==> config.mk <==
export PLATFORM = sky130hd
export DESIGN_NAME = evt_route_matrix
export DESIGN_NICKNAME = d
export VERILOG_FILES = /design/src/rtl/evt_route_pkg.sv /design/src/rtl/pin_sync.sv /design/src/rtl/pin_route_decode.sv /design/src/rtl/evt_route_matrix.sv
export SDC_FILE = /design/constraint.sdc
export NUM_CORES = 1
export LEC_CHECK = 0
export BUFFER_PORTS_ARGS = -buffer_cell sky130_fd_sc_hd__buf_4
export CORE_ASPECT_RATIO = 1.4
export CORE_MARGIN = 2
export CORE_UTILIZATION = 57
export CTS_BUF_LIST = sky130_fd_sc_hd__clkbuf_8 sky130_fd_sc_hd__clkbuf_16
export CTS_CLUSTER_DIAMETER = 40
export DETAILED_ROUTE_END_ITERATION = 10
export PLACE_DENSITY_LB_ADDON = 0.12
export SYNTH_ARGS = -nofsm -noshare
export SYNTH_HDL_FRONTEND = slang
export SYNTH_SLANG_ARGS = --single-unit
==> constraint.sdc <==
create_clock -name clk -period 3.13 [get_ports clk]
set_clock_uncertainty 0.1 [all_clocks]
set_input_delay 0.4695 -clock clk [delete_from_list [all_inputs] [get_ports clk]]
set_output_delay 0.4695 -clock clk [all_outputs]
set_load 0.02 [all_outputs]
==> src/rtl/evt_route_pkg.sv <==
package evt_route_pkg;

  localparam int CODE_W = 3;

  typedef enum logic [CODE_W-1:0] {
    DST_NONE    = 3'b000,
    DST_RSVD    = 3'b001,
    DST_TMR0    = 3'b010,
    DST_TMR1    = 3'b011,
    DST_HI_RISE = 3'b100,
    DST_LO_RISE = 3'b101,
    DST_HI_FALL = 3'b110,
    DST_LO_FALL = 3'b111
  } dst_code_e;

  typedef struct packed {
    logic tmr0;
    logic tmr1;
    logic hi;
    logic lo;
  } evt_vec_t;

  // Contribution of one pin to the four consumers.
  function automatic evt_vec_t route_one(logic [CODE_W-1:0] code,
                                         logic lvl, logic rise, logic fall);
    evt_vec_t v;
    v = '0;
    unique case (dst_code_e'(code))
      DST_TMR0:    v.tmr0 = lvl;
      DST_TMR1:    v.tmr1 = lvl;
      DST_HI_RISE: v.hi   = rise;
      DST_HI_FALL: v.hi   = fall;
      DST_LO_RISE: v.lo   = rise;
      DST_LO_FALL: v.lo   = fall;
      default:     v      = '0;
    endcase
    return v;
  endfunction

endpackage

==> src/rtl/pin_sync.sv <==
module pin_sync #(
  parameter int N      = 11,
  parameter int STAGES = 2
) (
  input  logic         clk,
  input  logic         rst_n,
  input  logic [N-1:0] pin_i,
  output logic [N-1:0] lvl_o,
  output logic [N-1:0] rise_o,
  output logic [N-1:0] fall_o
);
  localparam int LAST = STAGES - 1;

  logic [N-1:0] stg [STAGES];
  logic [N-1:0] prev_q;

  always_ff @(posedge clk or negedge rst_n) begin
    if (!rst_n) stg[0] <= '0;
    else        stg[0] <= pin_i;
  end

  for (genvar k = 1; k < STAGES; k++) begin : g_stage
    always_ff @(posedge clk or negedge rst_n) begin
      if (!rst_n) stg[k] <= '0;
      else        stg[k] <= stg[k-1];
    end
  end

  always_ff @(posedge clk or negedge rst_n) begin
    if (!rst_n) prev_q <= '0;
    else        prev_q <= stg[LAST];
  end

  assign lvl_o  = stg[LAST];
  assign rise_o = stg[LAST] & ~prev_q;
  assign fall_o = ~stg[LAST] & prev_q;

endmodule

==> src/rtl/pin_route_decode.sv <==
module pin_route_decode
  import evt_route_pkg::*;
#(
  parameter int N = 11
) (
  input  logic [N*CODE_W-1:0] sel_i,
  input  logic [N-1:0]        lvl_i,
  input  logic [N-1:0]        rise_i,
  input  logic [N-1:0]        fall_i,
  output logic [N-1:0]        tmr0_hit_o,
  output logic [N-1:0]        tmr1_hit_o,
  output logic [N-1:0]        hi_hit_o,
  output logic [N-1:0]        lo_hit_o
);

  for (genvar i = 0; i < N; i++) begin : g_pin
    evt_vec_t v;
    always_comb v = route_one(sel_i[i*CODE_W +: CODE_W], lvl_i[i], rise_i[i], fall_i[i]);
    assign tmr0_hit_o[i] = v.tmr0;
    assign tmr1_hit_o[i] = v.tmr1;
    assign hi_hit_o[i]   = v.hi;
    assign lo_hit_o[i]   = v.lo;
  end

endmodule

==> src/rtl/evt_route_matrix.sv <==
module evt_route_matrix
  import evt_route_pkg::*;
#(
  parameter int NUM_PINS    = 11,
  parameter int SYNC_STAGES = 2
) (
  input  logic                       clk,
  input  logic                       rst_n,
  input  logic [NUM_PINS-1:0]        pin_i,
  input  logic [NUM_PINS*CODE_W-1:0] sel_i,
  output logic                       tmr0_o,
  output logic                       tmr1_o,
  output logic                       irq_hi_o,
  output logic                       irq_lo_o
);
  localparam int SEL_BITS = NUM_PINS * CODE_W;

  logic [SEL_BITS-1:0] sel_q;
  logic [NUM_PINS-1:0] lvl_w, rise_w, fall_w;
  logic [NUM_PINS-1:0] tmr0_hit_w, tmr1_hit_w, hi_hit_w, lo_hit_w;
  logic [NUM_PINS-1:0] tmr0_routed_w;
  logic                past_ok_q;

  // Captured destination codes: a write acts from the next edge.
  always_ff @(posedge clk or negedge rst_n) begin
    if (!rst_n) sel_q <= '0;
    else        sel_q <= sel_i;
  end

  always_ff @(posedge clk or negedge rst_n) begin
    if (!rst_n) past_ok_q <= 1'b0;
    else        past_ok_q <= 1'b1;
  end

  pin_sync #(.N(NUM_PINS), .STAGES(SYNC_STAGES)) u_sync (
    .clk    (clk),
    .rst_n  (rst_n),
    .pin_i  (pin_i),
    .lvl_o  (lvl_w),
    .rise_o (rise_w),
    .fall_o (fall_w)
  );

  pin_route_decode #(.N(NUM_PINS)) u_dec (
    .sel_i      (sel_q),
    .lvl_i      (lvl_w),
    .rise_i     (rise_w),
    .fall_i     (fall_w),
    .tmr0_hit_o (tmr0_hit_w),
    .tmr1_hit_o (tmr1_hit_w),
    .hi_hit_o   (hi_hit_w),
    .lo_hit_o   (lo_hit_w)
  );

  // Merge: pins sharing a destination are ORed.
  assign tmr0_o   = |tmr0_hit_w;
  assign tmr1_o   = |tmr1_hit_w;
  assign irq_hi_o = |hi_hit_w;
  assign irq_lo_o = |lo_hit_w;

  for (genvar i = 0; i < NUM_PINS; i++) begin : g_rt
    assign tmr0_routed_w[i] = (sel_q[i*CODE_W +: CODE_W] == DST_TMR0);
  end

  AST_SEL_NEXT_CLK: assert property (@(posedge clk) disable iff (!rst_n)
    past_ok_q |-> sel_q == $past(sel_i));

  AST_NO_PULSE_STEADY_PIN: assert property (@(posedge clk) disable iff (!rst_n)
    (past_ok_q && lvl_w == $past(lvl_w)) |-> !(irq_hi_o || irq_lo_o));

  AST_IRQ_NEEDS_EDGE: assert property (@(posedge clk) disable iff (!rst_n)
    (irq_hi_o || irq_lo_o) |-> |(rise_w | fall_w));

  AST_TMR0_UNROUTED_LOW: assert property (@(posedge clk) disable iff (!rst_n)
    (tmr0_routed_w == '0) |-> !tmr0_o);

  AST_TMR0_FOLLOWS_LEVEL: assert property (@(posedge clk) disable iff (!rst_n)
    tmr0_o |-> |(tmr0_routed_w & lvl_w));

  AST_RESET_QUIET: assert property (@(posedge clk)
    !rst_n |-> !(tmr0_o || tmr1_o || irq_hi_o || irq_lo_o));

endmodule

Yosys cells after proc, flatten, opt, wreduce, memory -nomap -nowiden
Index checks and enable logic that the tools add are counted.
Word-level totals
  input port bits: 46
  word-level logic and storage cells: 122
  output and inout bits: 4
  register bits: 66
Operators by class
  multiplexer cells: 44
  equality and inequality tests: 66
  bitwise logic cells: 4
  reduce and logical (&&, ||, !) cells: 4
Operators by type and width (count)
  equality test 3 bit (second input constant): 44
  equality test 3 x 2 -> 1 bit (second input constant): 22
  case mux 1 bit (2 select lines): 22
  OR reduction 11 bit: 4
  bitwise AND 11 bit: 2
  2-to-1 mux 1 bit: 22
  inverter 11 bit: 2

Logic depth before layout (Yosys ltp)
  word-level depth: 4
  mapped depth: 4
  depth with buffers taken out: 4

Hierarchy
A second synthesis with hierarchy kept.
Second synthesis, totals
  cells, all modules: 189
  area, all modules: 2486.1 um^2
Modules (own cells, without submodules)
  pin_sync: instances 1, cells an instance 66, area an instance 1101.1 um^2, sequential area each 825.8 um^2
  evt_route_matrix: instances 1, cells an instance 49, area an instance 915.9 um^2, sequential area each 825.8 um^2
  pin_route_decode: instances 1, cells an instance 74, area an instance 469.2 um^2, sequential area each 0.0 um^2

Worst setup path before layout
OpenSTA, ideal clock, no wires.
  path kind: reg2out
  start point: register sel_q[1]
  end point: output port irq_hi_o
  path buffers: 0
  path slack: 1.232 ns
  data arrival time: 1.329 ns
  cell stages (with the launch flop): 5
  required time: 2.560 ns
  path through: dfrtp_1 > or3b_1 > a211o_1 > o221a_1 > nand3_1
On the way
  word-level cells in the longest chain between the ends: 3
  elaborated cells between the ends (all ways): 4
  classes of those cells: 2 x eq/ne; 1 x mux; 1 x reduce/logical
Ends and longest elaborated chain
  start: declaration: line evt_route_matrix.sv:18  | logic [SEL_BITS-1:0] sel_q;
  start signal: assignment: line evt_route_matrix.sv:27  | else sel_q <= sel_i;
  equality test 3 bit: line evt_route_pkg.sv:28  | unique case (dst_code_e'(code))
  case mux 1 bit (2 select lines) (*): line evt_route_pkg.sv:28
  OR reduction 11 bit (*): line evt_route_matrix.sv:58  | assign irq_hi_o = |hi_hit_w;
  end: declaration: line evt_route_matrix.sv:13  | output logic irq_hi_o,
Mark *: on every way between the ends. The rest lies on a longest branch, timed or not.

Worst setup path in the final report
  start point: register u_sync.stg, in the netlist u_sync.lvl_o[9]
  end point: output port irq_hi_o
On the way
  word-level cells in the longest chain between the ends: 4
  elaborated cells between the ends (all ways): 5
  classes of those cells: 1 x mux; 3 x bitwise; 1 x reduce/logical
Ends and longest elaborated chain
  start: declaration: line pin_sync.sv:14  | logic [N-1:0] stg [STAGES];
  start signal: indexed assignment: line pin_sync.sv:25  | else stg[k] <= stg[k-1];
  inverter 11 bit: line pin_sync.sv:36  | assign fall_o = ~stg[LAST] & prev_q;
  bitwise AND 11 bit: line pin_sync.sv:36
  case mux 1 bit (2 select lines) (*): line evt_route_pkg.sv:28
  OR reduction 11 bit (*): line evt_route_matrix.sv:58
Marked as above.

==> results by group <==
Outcome
  • Outcome: completed

Flow run
  • Number of max-cap violations: 0

Power
  • Power per Cell Area: between 600 and 700 nW/um2
  • Net Switching: approximately 0.00042 W
  • Leakage power total: 1.32 nW
  • Switching share of power: 0.227
  • IR drop worst, VDD: 619 uV
  • Total power after layout: 0.00184 W
  • Clock network power share: 0.418
  • Logic pwr share: 0.074
  • Share of power burned in registers: 0.508
  • Cell internal pwr: between 0.001 and 0.0015 W

Floorplanning
  • Boundary pin count: 50
  • Row count: 27
  • Core area: just under 4000 um2
  • Die area: between 4000 and 5000 um2
  • Die X-Extent: 57.9 um
  • Y dimension of the die: around 79 um
  • Initial Utilization: 0.591

Synth
  • Post-Synthesis Cell Area: 2320 um2
  • Number of standard cells after synthesis: approximately 160
  • Net Count, Synth: 210
  • Total of flip-flops plus latches after synthesis: between 60 and 70
  • Cell types with the largest area share after synthesis: dfrtp_1, nand3b_1, nand4b_1
  • Proportion of synthesized chip area in sequential cells: 0.713
  • Area share of the leading cell type in the synthesized netlist: 0.713
  • Dominant cell by count in the synthesized netlist: dfrtp_1
  • Cell taking the most area after synthesis: dfrtp_1
  • Commonest cells post-synth: dfrtp_1, nand3b_1, a21oi_1
  • Yosys Warn Count: 0
  • Syn_area_per_cell: 14.1 um2
  • Ys async rst share: 1.00
  • Primary FF master, synth: dfrtp_1
  • Number of unique standard cell types used by synthesis: 26
  • Number of flops mapped to enable cells by yosys: 0

Setup path
  • Capturing element type of the critical path: output port
  • Critical path peak fanout: 4
  • Category of the most critical setup path: reg -> out
  • Worst-case register-to-register setup slack: 2.47 ns
  • Slowest cell delay on critical path: approximately 0.56 ns
  • Highest-delay cell along the critical path: a2111oi_0
  • CP cell instances: or3b_2 > a21boi_0 > a2111oi_0 > nand3_1 > buf_4
  • Depth of the worst register-to-register path: 0
  • Worst setup SP type: flop
  • Worst setup endpoint: irq_hi_o
  • Required time reported for the critical path endpoint: 2.56 ns
  • Worst flop-to-flop path endpoint: u_sync.prev_q[0]
  • Startpoint of the most critical register-to-register path: u_sync.lvl_o[0]
  • Worst endpoint data arrival time: 1.95 ns
  • Critical Path Start: u_sync.lvl_o[9]

Placement
  • IO buf count: 49
  • Detailed Place HPWL: between 3 and 4 mm
  • Final GP Congestion: about 0.83

Layout
  • Area delta synth->final: 27.5%
  • NumNets Final: 270
  • Number of filler cells placed in the layout: 251
  • Count of antenna diodes in the layout: 0
  • Proportion of layout cells with a drive suffix above 1: 0.323

Clock tree
  • Buffer count from post-CTS setup fixing: 0
  • Number of H-tree levels: 3
  • Clock latency of the later-clocked register in the worst-skew pair: 0.33 ns
  • Clock-pin slew on the worst setup and hold paths: approximately 0.070 ns
  • Number of sinks driven by the clock tree: 66
  • Post_cts resized: 0
  • CTS hold repair buffers: 0
  • Maximum buffer depth of the clock tree: 2
  • Clock buffer count from CTS: 9
  • Master cell of the clock root buffer: clkbuf_8
  • Clock tree from TritonCTS: built

Detailed routing
  • Via density per instance: 5.92
  • Iteration-0 DRC count of the detailed router: 70
  • Count of nets left with antenna violations after detail routing: 0
  • Wire length after detailed routing: 4.78 mm
  • First-pass detailed-route iteration total: 4
  • Number of design rule violations left after detail routing: 0
  • Wirelength per Cell: 17.6 um
  • Number of vias after detailed routing: 1610

Global route
  • Number of antenna violations at the first check in global routing: 0
  • All-Layer GR Usage: 0.233
  • Gr ovfl total: 0
  • Via count of the first global-routing pass: 1740
  • Global-route wire length before repair: 7.82 mm
  • Pin count of the biggest net entering global routing: 67

Hold path
  • Hold/Removal Path Class: in -> async

STA
  • Worst-Margin Slew: 0.775 ns
  • Time the worst path needs with I/O delays and setup: 2.52 ns
  • Share of the clock period used by the worst path after layout: 0.805
  • Slew Viols, Final: 0
  • Setup total negative slack: 0 ns
  • Worst slew margin: 0.484
  • Number of hold violations in the final report: 0
  • Unrepaired setup endpoints after global routing: false
  • Timing-limited maximum frequency: 397 MHz
  • Setup-violating endpoint count in the final report: 0
## layout make-up
type / count / area (um2) / area share
multi-input combinational: 92 / 643 / 0.218
clock buffer: 9 / 124 / 0.0419
timing repair buffer: 49 / 368 / 0.124
sequential: 66 / 1650 / 0.559
tap: 43 / 53.8 / 0.0182
clock inverter: 7 / 92.6 / 0.0313
inverter: 6 / 22.5 / 0.00762
## sequential cells by signal, indices dropped and copies added, names as in the netlist
signal	count
u_sync.stg	11
sel_q	33
u_sync.lvl_o	11
u_sync.prev_q	11
## kinds of logic (layout without fill, tap and decap cells)
logic type	count (synthesis)	count (layout)	synth area share
AOI/OAI and AO/OA	34	34	0.0999
buffers and inverters	6	71	0.00972
DFF	66	66	0.713
and+or+nand+nor	58	58	0.178
## power groups by stage
stage / Sequential, W / Clock [W] / Combinational (W)
floorplan: 0.000935 / 0 / 0.0000561
global placement: 0.000942 / 0 / 0.000133
detailed placement: 0.000947 / 0 / 0.000137
CTS: 0.000931 / 0.000780 / 0.000139
global route: 0.000937 / 0.000822 / 0.000149
finish: 0.000932 / 0.000767 / 0.000137
## cells in the final DEF, fill, tap and decap left out
cell and n:
nand2b_1 5, nor3b_1 2, a41oi_1 1, o32ai_1 1, nand2_1 9, o2111ai_1 3
clkbuf_8 9, o221a_2 1, and3b_1 2, or3b_2 7, nand3_1 2, o21ai_0 2
clkinv_4 1, nor4_1 2, a21bo_2 1, nand4bb_1 1, a2111oi_0 3, bufinv_16 2
a21boi_0 2, o221a_1 1, buf_4 49, or3b_1 1, clkinv_2 3, nand3b_1 17
inv_6 1, a211o_1 1, nor2_1 1, dfrtp_1 66, nand4b_1 9, inv_1 6
a21oi_1 14, o22ai_1 4
## how the worst min path moves through the flow
| stage | start | to | slack (ns) | depth (start not counted) |
|---|---|---|---|---|
| after detailed placement | u_sync.stg[13] | u_sync.lvl_o[2] | 0.24 | 0 |
| after CTS | sel_i[17] | sel_q[17] | 0.12 | 1 |
| final | rst_n | u_sync.lvl_o[1] | 0.11 | 1 |
| after floorplan | rst_n | sel_q[0] | 0.07 | 0 |
| after global routing | pin_i[5] | u_sync.stg[16] | 0.12 | 1 |
| after global placement | u_sync.stg[16] | u_sync.lvl_o[5] | 0.23 | 0 |
## metal layers
metal	GRT usage	share of wire	routed length [um]	vias to the layer above
li1	-	-	-	730
met1	0.274	0.37	1790	798
met2	0.389	0.54	2590	69
met3	0.0583	0.060	285	13
met4	0.126	0.023	112	0
met5	0	0	0	-
## critical path, delay by kind of cell (launching register included)
kind	cells	cell delay [ns]
buffers and inverters	1	0.19
DFF	1	0.41
AOI/OAI and AO/OA	2	0.65
and+or+nand+nor	2	0.38
## per-stage QoR
step	hold WS (ns)	instance area (um2)	std cells	setup WS, ns	utilization
floorplan	0.0739	2320	164	1.23	-
global route	0.120	2960	272	0.615	0.754
global placement	0.233	2740	256	1.05	0.699
detailed placement	0.236	2740	256	1.02	0.699
CTS	0.124	2960	272	0.639	0.754
finish	0.110	2960	272	0.611	0.754
No activity file was read; power rests on OpenSTA's default activity.
